$ cat src/rtl/sd_pkg.sv
package sd_pkg;
  typedef struct packed {
    logic p;
    logic n;
  } sd_digit_t;

  function automatic logic signed [2:0] dval(input logic p, input logic n);
    return $signed({2'b00, p}) - $signed({2'b00, n});
  endfunction

  // sum of two digits known to land in -1..1
  function automatic sd_digit_t add_digits(input sd_digit_t x, input sd_digit_t y);
    logic signed [2:0] v;
    sd_digit_t r;
    v = dval(x.p, x.n) + dval(y.p, y.n);
    r.p = (v == 3'sd1);
    r.n = (v == -3'sd1);
    return r;
  endfunction
endpackage

$ cat src/rtl/sd_transfer_slice.sv
module sd_transfer_slice
  import sd_pkg::*;
(
  input  logic      a_p_i,
  input  logic      a_n_i,
  input  logic      b_p_i,
  input  logic      b_n_i,
  input  logic      low_nonneg_i,
  output logic      nonneg_o,
  output sd_digit_t xfer_o,
  output sd_digit_t interim_o
);
  logic signed [2:0] s;

  always_comb begin
    s = dval(a_p_i, a_n_i) + dval(b_p_i, b_n_i);
    xfer_o    = '0;
    interim_o = '0;
    unique case (s)
      3'b010: xfer_o.p = 1'b1;
      3'b110: xfer_o.n = 1'b1;
      // +1: take the transfer only if the lower position cannot send -1
      3'b001: begin
        if (low_nonneg_i) begin
          xfer_o.p    = 1'b1;
          interim_o.n = 1'b1;
        end else begin
          interim_o.p = 1'b1;
        end
      end
      3'b111: begin
        if (low_nonneg_i) begin
          interim_o.n = 1'b1;
        end else begin
          xfer_o.n    = 1'b1;
          interim_o.p = 1'b1;
        end
      end
      default: ;
    endcase
  end

  assign nonneg_o = ~s[2];
endmodule

$ cat src/rtl/sd_adder_array.sv
module sd_adder_array
  import sd_pkg::*;
#(
  parameter int N_DIGITS = 16
) (
  input  logic [N_DIGITS-1:0] a_pos_i,
  input  logic [N_DIGITS-1:0] a_neg_i,
  input  logic [N_DIGITS-1:0] b_pos_i,
  input  logic [N_DIGITS-1:0] b_neg_i,
  output logic [N_DIGITS:0]   z_pos_o,
  output logic [N_DIGITS:0]   z_neg_o
);
  logic [N_DIGITS:0] nonneg;
  sd_digit_t         xfer    [N_DIGITS];
  sd_digit_t         interim [N_DIGITS];
  sd_digit_t         z       [N_DIGITS+1];

  assign nonneg[0] = 1'b1;

  for (genvar i = 0; i < N_DIGITS; i++) begin : g_slice
    sd_transfer_slice u_slice (
      .a_p_i        (a_pos_i[i]),
      .a_n_i        (a_neg_i[i]),
      .b_p_i        (b_pos_i[i]),
      .b_n_i        (b_neg_i[i]),
      .low_nonneg_i (nonneg[i]),
      .nonneg_o     (nonneg[i+1]),
      .xfer_o       (xfer[i]),
      .interim_o    (interim[i])
    );
  end

  for (genvar i = 0; i <= N_DIGITS; i++) begin : g_combine
    if (i == 0) begin : g_lsd
      assign z[i] = interim[i];
    end else if (i == N_DIGITS) begin : g_msd
      assign z[i] = xfer[i-1];
    end else begin : g_mid
      assign z[i] = add_digits(interim[i], xfer[i-1]);
    end
    assign z_pos_o[i] = z[i].p;
    assign z_neg_o[i] = z[i].n;
  end
endmodule

$ cat src/rtl/sd_value_conv.sv
module sd_value_conv #(
  parameter int N_POS = 17,
  localparam int VAL_W = N_POS + 1
) (
  input  logic [N_POS-1:0] pos_i,
  input  logic [N_POS-1:0] neg_i,
  output logic [VAL_W-1:0] val_o
);
  assign val_o = {1'b0, pos_i} - {1'b0, neg_i};
endmodule

$ cat src/rtl/sdigit_addsub.sv
module sdigit_addsub #(
  parameter int N_DIGITS = 16,
  localparam int RES_W = N_DIGITS + 1,
  localparam int VAL_W = N_DIGITS + 2
) (
  input  logic                clk_i,
  input  logic                rst_ni,
  input  logic                start_i,
  input  logic                sub_i,
  input  logic [N_DIGITS-1:0] a_pos_i,
  input  logic [N_DIGITS-1:0] a_neg_i,
  input  logic [N_DIGITS-1:0] b_pos_i,
  input  logic [N_DIGITS-1:0] b_neg_i,
  output logic                valid_o,
  output logic [RES_W-1:0]    res_pos_o,
  output logic [RES_W-1:0]    res_neg_o,
  output logic [VAL_W-1:0]    res_val_o
);
  logic [N_DIGITS-1:0] b_pos_eff, b_neg_eff;
  logic [RES_W-1:0]    sum_pos, sum_neg;

  // negation of a signed-digit number is a vector swap
  assign b_pos_eff = sub_i ? b_neg_i : b_pos_i;
  assign b_neg_eff = sub_i ? b_pos_i : b_neg_i;

  sd_adder_array #(.N_DIGITS(N_DIGITS)) u_array (
    .a_pos_i (a_pos_i),
    .a_neg_i (a_neg_i),
    .b_pos_i (b_pos_eff),
    .b_neg_i (b_neg_eff),
    .z_pos_o (sum_pos),
    .z_neg_o (sum_neg)
  );

  always_ff @(posedge clk_i or negedge rst_ni) begin
    if (!rst_ni) begin
      valid_o   <= 1'b0;
      res_pos_o <= '0;
      res_neg_o <= '0;
    end else begin
      valid_o <= start_i;
      if (start_i) begin
        res_pos_o <= sum_pos;
        res_neg_o <= sum_neg;
      end
    end
  end

  sd_value_conv #(.N_POS(RES_W)) u_conv (
    .pos_i (res_pos_o),
    .neg_i (res_neg_o),
    .val_o (res_val_o)
  );
endmodule

$ cat config.mk
export PLATFORM = sky130hd
export DESIGN_NAME = sdigit_addsub
export DESIGN_NICKNAME = d
export VERILOG_FILES = /design/src/rtl/sd_pkg.sv /design/src/rtl/sd_transfer_slice.sv /design/src/rtl/sd_adder_array.sv /design/src/rtl/sd_value_conv.sv /design/src/rtl/sdigit_addsub.sv
export SDC_FILE = /design/constraint.sdc
export NUM_CORES = 1
export LEC_CHECK = 0
export BUFFER_PORTS_ARGS = -buffer_cell sky130_fd_sc_hd__buf_2
export CAP_MARGIN = 30
export CELL_PAD_IN_SITES_DETAIL_PLACEMENT = 0
export CELL_PAD_IN_SITES_GLOBAL_PLACEMENT = 2
export CORE_MARGIN = 2
export CORE_UTILIZATION = 25
export CTS_BUF_LIST = sky130_fd_sc_hd__clkbuf_2
export CTS_CLUSTER_SIZE = 16
export DETAILED_ROUTE_END_ITERATION = 8
export PLACE_DENSITY = 0.72
export SYNTH_ARGS = -nofsm -noshare
export SYNTH_HDL_FRONTEND = slang
export SYNTH_SLANG_ARGS = --single-unit
$ cat constraint.sdc
create_clock -name clk_i -period 5.6 [get_ports clk_i]
set_input_delay 0.56 -clock clk_i [delete_from_list [all_inputs] [get_ports clk_i]]
set_output_delay 0.56 -clock clk_i [all_outputs]
set_load 0.005 [all_outputs]
==> flow_metrics.env <==
export IMPL_clock_insertion_delay_worst_skew_ps=410
export IMPL_syn_area_um2=5614
export IMPL_max_slew_violation_count=0
export IMPL_detail_route_antenna_nets=0
export IMPL_number_of_instances_in_the_synthesized_netlist=635
export IMPL_hpwl_mm=10.07
export IMPL_final_core_util_pct=29.86
export IMPL_port_buffer_count=119
export IMPL_path_delay_family="adder cells"
export IMPL_synth_xor_xnor_area_share_pct=4.992
export IMPL_drc=0
export IMPL_dominantRegCellSynth="dfrtp_1"
export IMPL_timing_hold_worst_class="input pin to asynchronous set/reset pin"
export IMPL_power_per_cell_area_nw_per_um2=351.1
export IMPL_critical_path_required_ps=5940
export IMPL_floorplan_rows=54
export IMPL_asyncSetResetFlopFracSynth_pct=100.0
export IMPL_drive_above_1_share_pct=19.71
export IMPL_final_total_negative_setup_slack_ps=0
export IMPL_synth_ff_latch_count=34
export IMPL_path_common_cell="ha_1"
export IMPL_finalCriticalPeriod_ps=3887
export IMPL_worst_max_slew_margin_expressed_relative_to_the_limit_pct=44.88
export IMPL_cts_resized_gates=0
export IMPL_cts_hold_fix_buffers=0
export IMPL_layout_cell_area_non_filler_um2=6558
export IMPL_share_of_synthesized_cell_area_in_full_adder_half_adder_and_majority_cells_pct=36.42
export IMPL_die_width_um=153.9
export IMPL_wl_per_instance_um=11.59
export IMPL_run_status="complete, no violations"
export IMPL_viasPerCell=4.230
export IMPL_setup_crit_path_kind="input pin to register"
export IMPL_worst_slew_pin_slew_ps=826.7
export IMPL_min_period_over_period_pct=69.41
export IMPL_yosys_warnings=0
export IMPL_worst_clock_skew_ps=0
export IMPL_postCtsSetupRepairBufs=0
export IMPL_worstPathMaxFanout=28
export IMPL_syn_avg_cell_area_um2=8.841
export IMPL_worst_path_largest_cell_delay_ps=630
export IMPL_achievable_frequency_mhz=257.3
export IMPL_synth_compound_gate_area_share_pct=8.135
export IMPL_wire_length_of_the_first_global_routing_pass_mm=20.62
export IMPL_critical_path_slowest_cell="buf_2"
export IMPL_cp_start_kind="input pin"
export IMPL_initial_core_util_pct=25.57
export IMPL_rsz0062_at_grt="false"
export IMPL_power_ir_vdd_worst_uv=88.58
export IMPL_antenna_found_initial=1
export IMPL_wl_final_mm=11.96
export IMPL_part_of_the_yosys_area_used_for_sequential_elements_pct=15.15
export IMPL_synth_net_count=840
export IMPL_worst_ep_arrival_time_ps=4230
export IMPL_chain_of_cells_forming_the_critical_path="buf_2 -> mux2_2 -> ha_1 -> inv_1 -> ha_1 -> fa_1 -> mux2i_1 -> nand2_1 -> ha_1 -> inv_1 -> ha_1 -> inv_1 -> fa_1 -> nand4b_1 -> o21ai_0"
export IMPL_flow_area_growth_from_synthesis_pct=16.80
export IMPL_post_synth_top_count_cell="inv_1"
export IMPL_number_of_maximum_capacitance_constraint_violations=0
export IMPL_grt_max_degree=66
export IMPL_cells_taking_the_most_area_after_synthesis="ha_1 (21%), fa_1 (16%), dfrtp_1 (15%)"
export IMPL_track_usage_pct=10.63
export IMPL_path_buf_inv=4
export IMPL_clockRootBuffer="clkbuf_2"
export IMPL_synthSimpleGateAreaFrac_pct=14.75
export IMPL_clock_path_buffers=2
export IMPL_placeableCoreArea_um2=21960
export IMPL_number_of_enable_type_register_cells_in_the_synthesized_netlist=0
export IMPL_top_level_ports=121
export IMPL_ys_top_cells_by_count="inv_1 (166), ha_1 (93), fa_1 (44), nand2_1 (39), dfrtp_1 (34)"
export IMPL_power_leakage_nw=3.496
export IMPL_combinational_family_with_the_most_area_after_synthesis="adder cells"
export IMPL_via_count_of_the_first_global_routing_pass=4337
export IMPL_layout_nets=955
export IMPL_fp_dieArea_um2=23670
export IMPL_setup_violations_final=0
export IMPL_finalHoldWorstSlack_ps=214.7
export IMPL_clock_sinks=34
export IMPL_dpl_cell_area_um2=6519
export IMPL_grt_overflow=0
export IMPL_drt_initial_drc_count=123
export IMPL_synth_largest_area_cell="ha_1"
export IMPL_critical_path_endpoint_type="register"
export IMPL_finalWeightedCongestion=0.7223
export IMPL_reg2reg_setup_slack_ps=4800
export IMPL_h_tree_depth=2
export IMPL_drt_pass1_iterations=4
export IMPL_clk_pin_slew_ps=190
export IMPL_synth_cell_type_count=48
export IMPL_tritoncts_num_buffers=5
export IMPL_route_vias_total=4365
export IMPL_synth_top_area_share_pct=20.73
export IMPL_yosys_mux_area_fraction_pct=8.380
export IMPL_tritoncts="done"
export IMPL_fp_dieH_um=153.9
export IMPL_hold_viol=0
## worst register-to-register path, cell delays in order, from the launching register on
cell and delay, ps:
dfrtp_1 510, inv_1 60, o21ai_0 170
## placed cells by master, fill, tap and decap left out, types with 2 or more instances in the layout
master       n
clkinv_1     3
nand2b_1     2
nor2b_1      9
fa_1        44
ha_1        93
a21oi_2      2
nor3b_1      2
o31ai_2      2
a221o_1      2
o2111ai_1    2
a211oi_1     2
buf_4        2
a31oi_1      2
dfrtp_1     34
o21ba_1      2
o21ai_0     31
xnor2_1     14
clkbuf_2     5
nand4b_1    29
a21oi_1      7
buf_2      119
o21ai_1      2
mux2_2      16
nand2_1     39
xor2_1      18
inv_1      166
o21a_1       4
and3b_1     14
a21o_1       2
nor2_1      13
nand3_1     14
mux2i_1     29
and2_1      10
## layer usage
layer | global-route usage (%) | part of all wire [%]
met5 | 0 | 0
met4 | 2.270 | 0.94
met3 | 2.057 | 4.2
met2 | 18.00 | 46
met1 | 14.13 | 49
## registers in the layout, indices dropped and copies added (netlist names)
| signal | flops |
|---|---|
| valid_o | 1 |
| res_neg_o | 17 |
| res_pos_o | 16 |
## through the flow
| step | total power [W] | cells | worst slack [ps] |
|---|---|---|---|
| 2_1_floorplan | 0.001607 | 635 | 1529 |
| 3_3_place_gp | 0.002221 | 1023 | 1218 |
| 5_1_grt | 0.002623 | 1032 | 1464 |
| 3_5_place_dp | 0.002224 | 1023 | 1177 |
| 4_1_cts | 0.002371 | 1031 | 1669 |
| 6_report | 0.002302 | 1032 | 1713 |
## layout make-up
type                    instances  area, um2
fillers                      2361      15400
repair buffers                121      610.6
well taps                     280      350.3
flip-flops and latches         34      850.8
multi-input cells             422       4084
clock buffers                   5      25.02
inverters                     166      623.1
diodes                          1      2.502
clock inverters                 3      11.26
## logic make-up (layout without fill, tap and decap cells)
kind of cell,Yosys count,after routing
buffers and inverters,179,295
AOI/OAI and AO/OA,69,69
muxes,45,45
xor gates and xnor gates,32,32
DFF,34,34
and+or+nand+nor,138,138
other,1,2
adders and majority gates,137,137
## path summary, 6_finish.rpt
path                               start            end  cells past startpoint
max                                sub_i   res_neg_o[7]                     15
min                               rst_ni  res_neg_o[12]                      1
max reg2reg                 res_neg_o[0]   res_neg_o[0]                      2
min reg2reg                res_pos_o[10]  res_pos_o[10]                      2
max in group asynchronous         rst_ni        valid_o                      1
min in group clk_i         res_pos_o[10]  res_pos_o[10]                      2
## report_power, final
group,switching (W),internal [W],leakage [nW]
clock network,0.0000964,0.0000267,0.0255
registers,0.0000538,0.000305,0.454
logic,0.000984,0.000837,3.02
total,0.00113,0.00117,3.50
(Power assumes the default switching activity.)
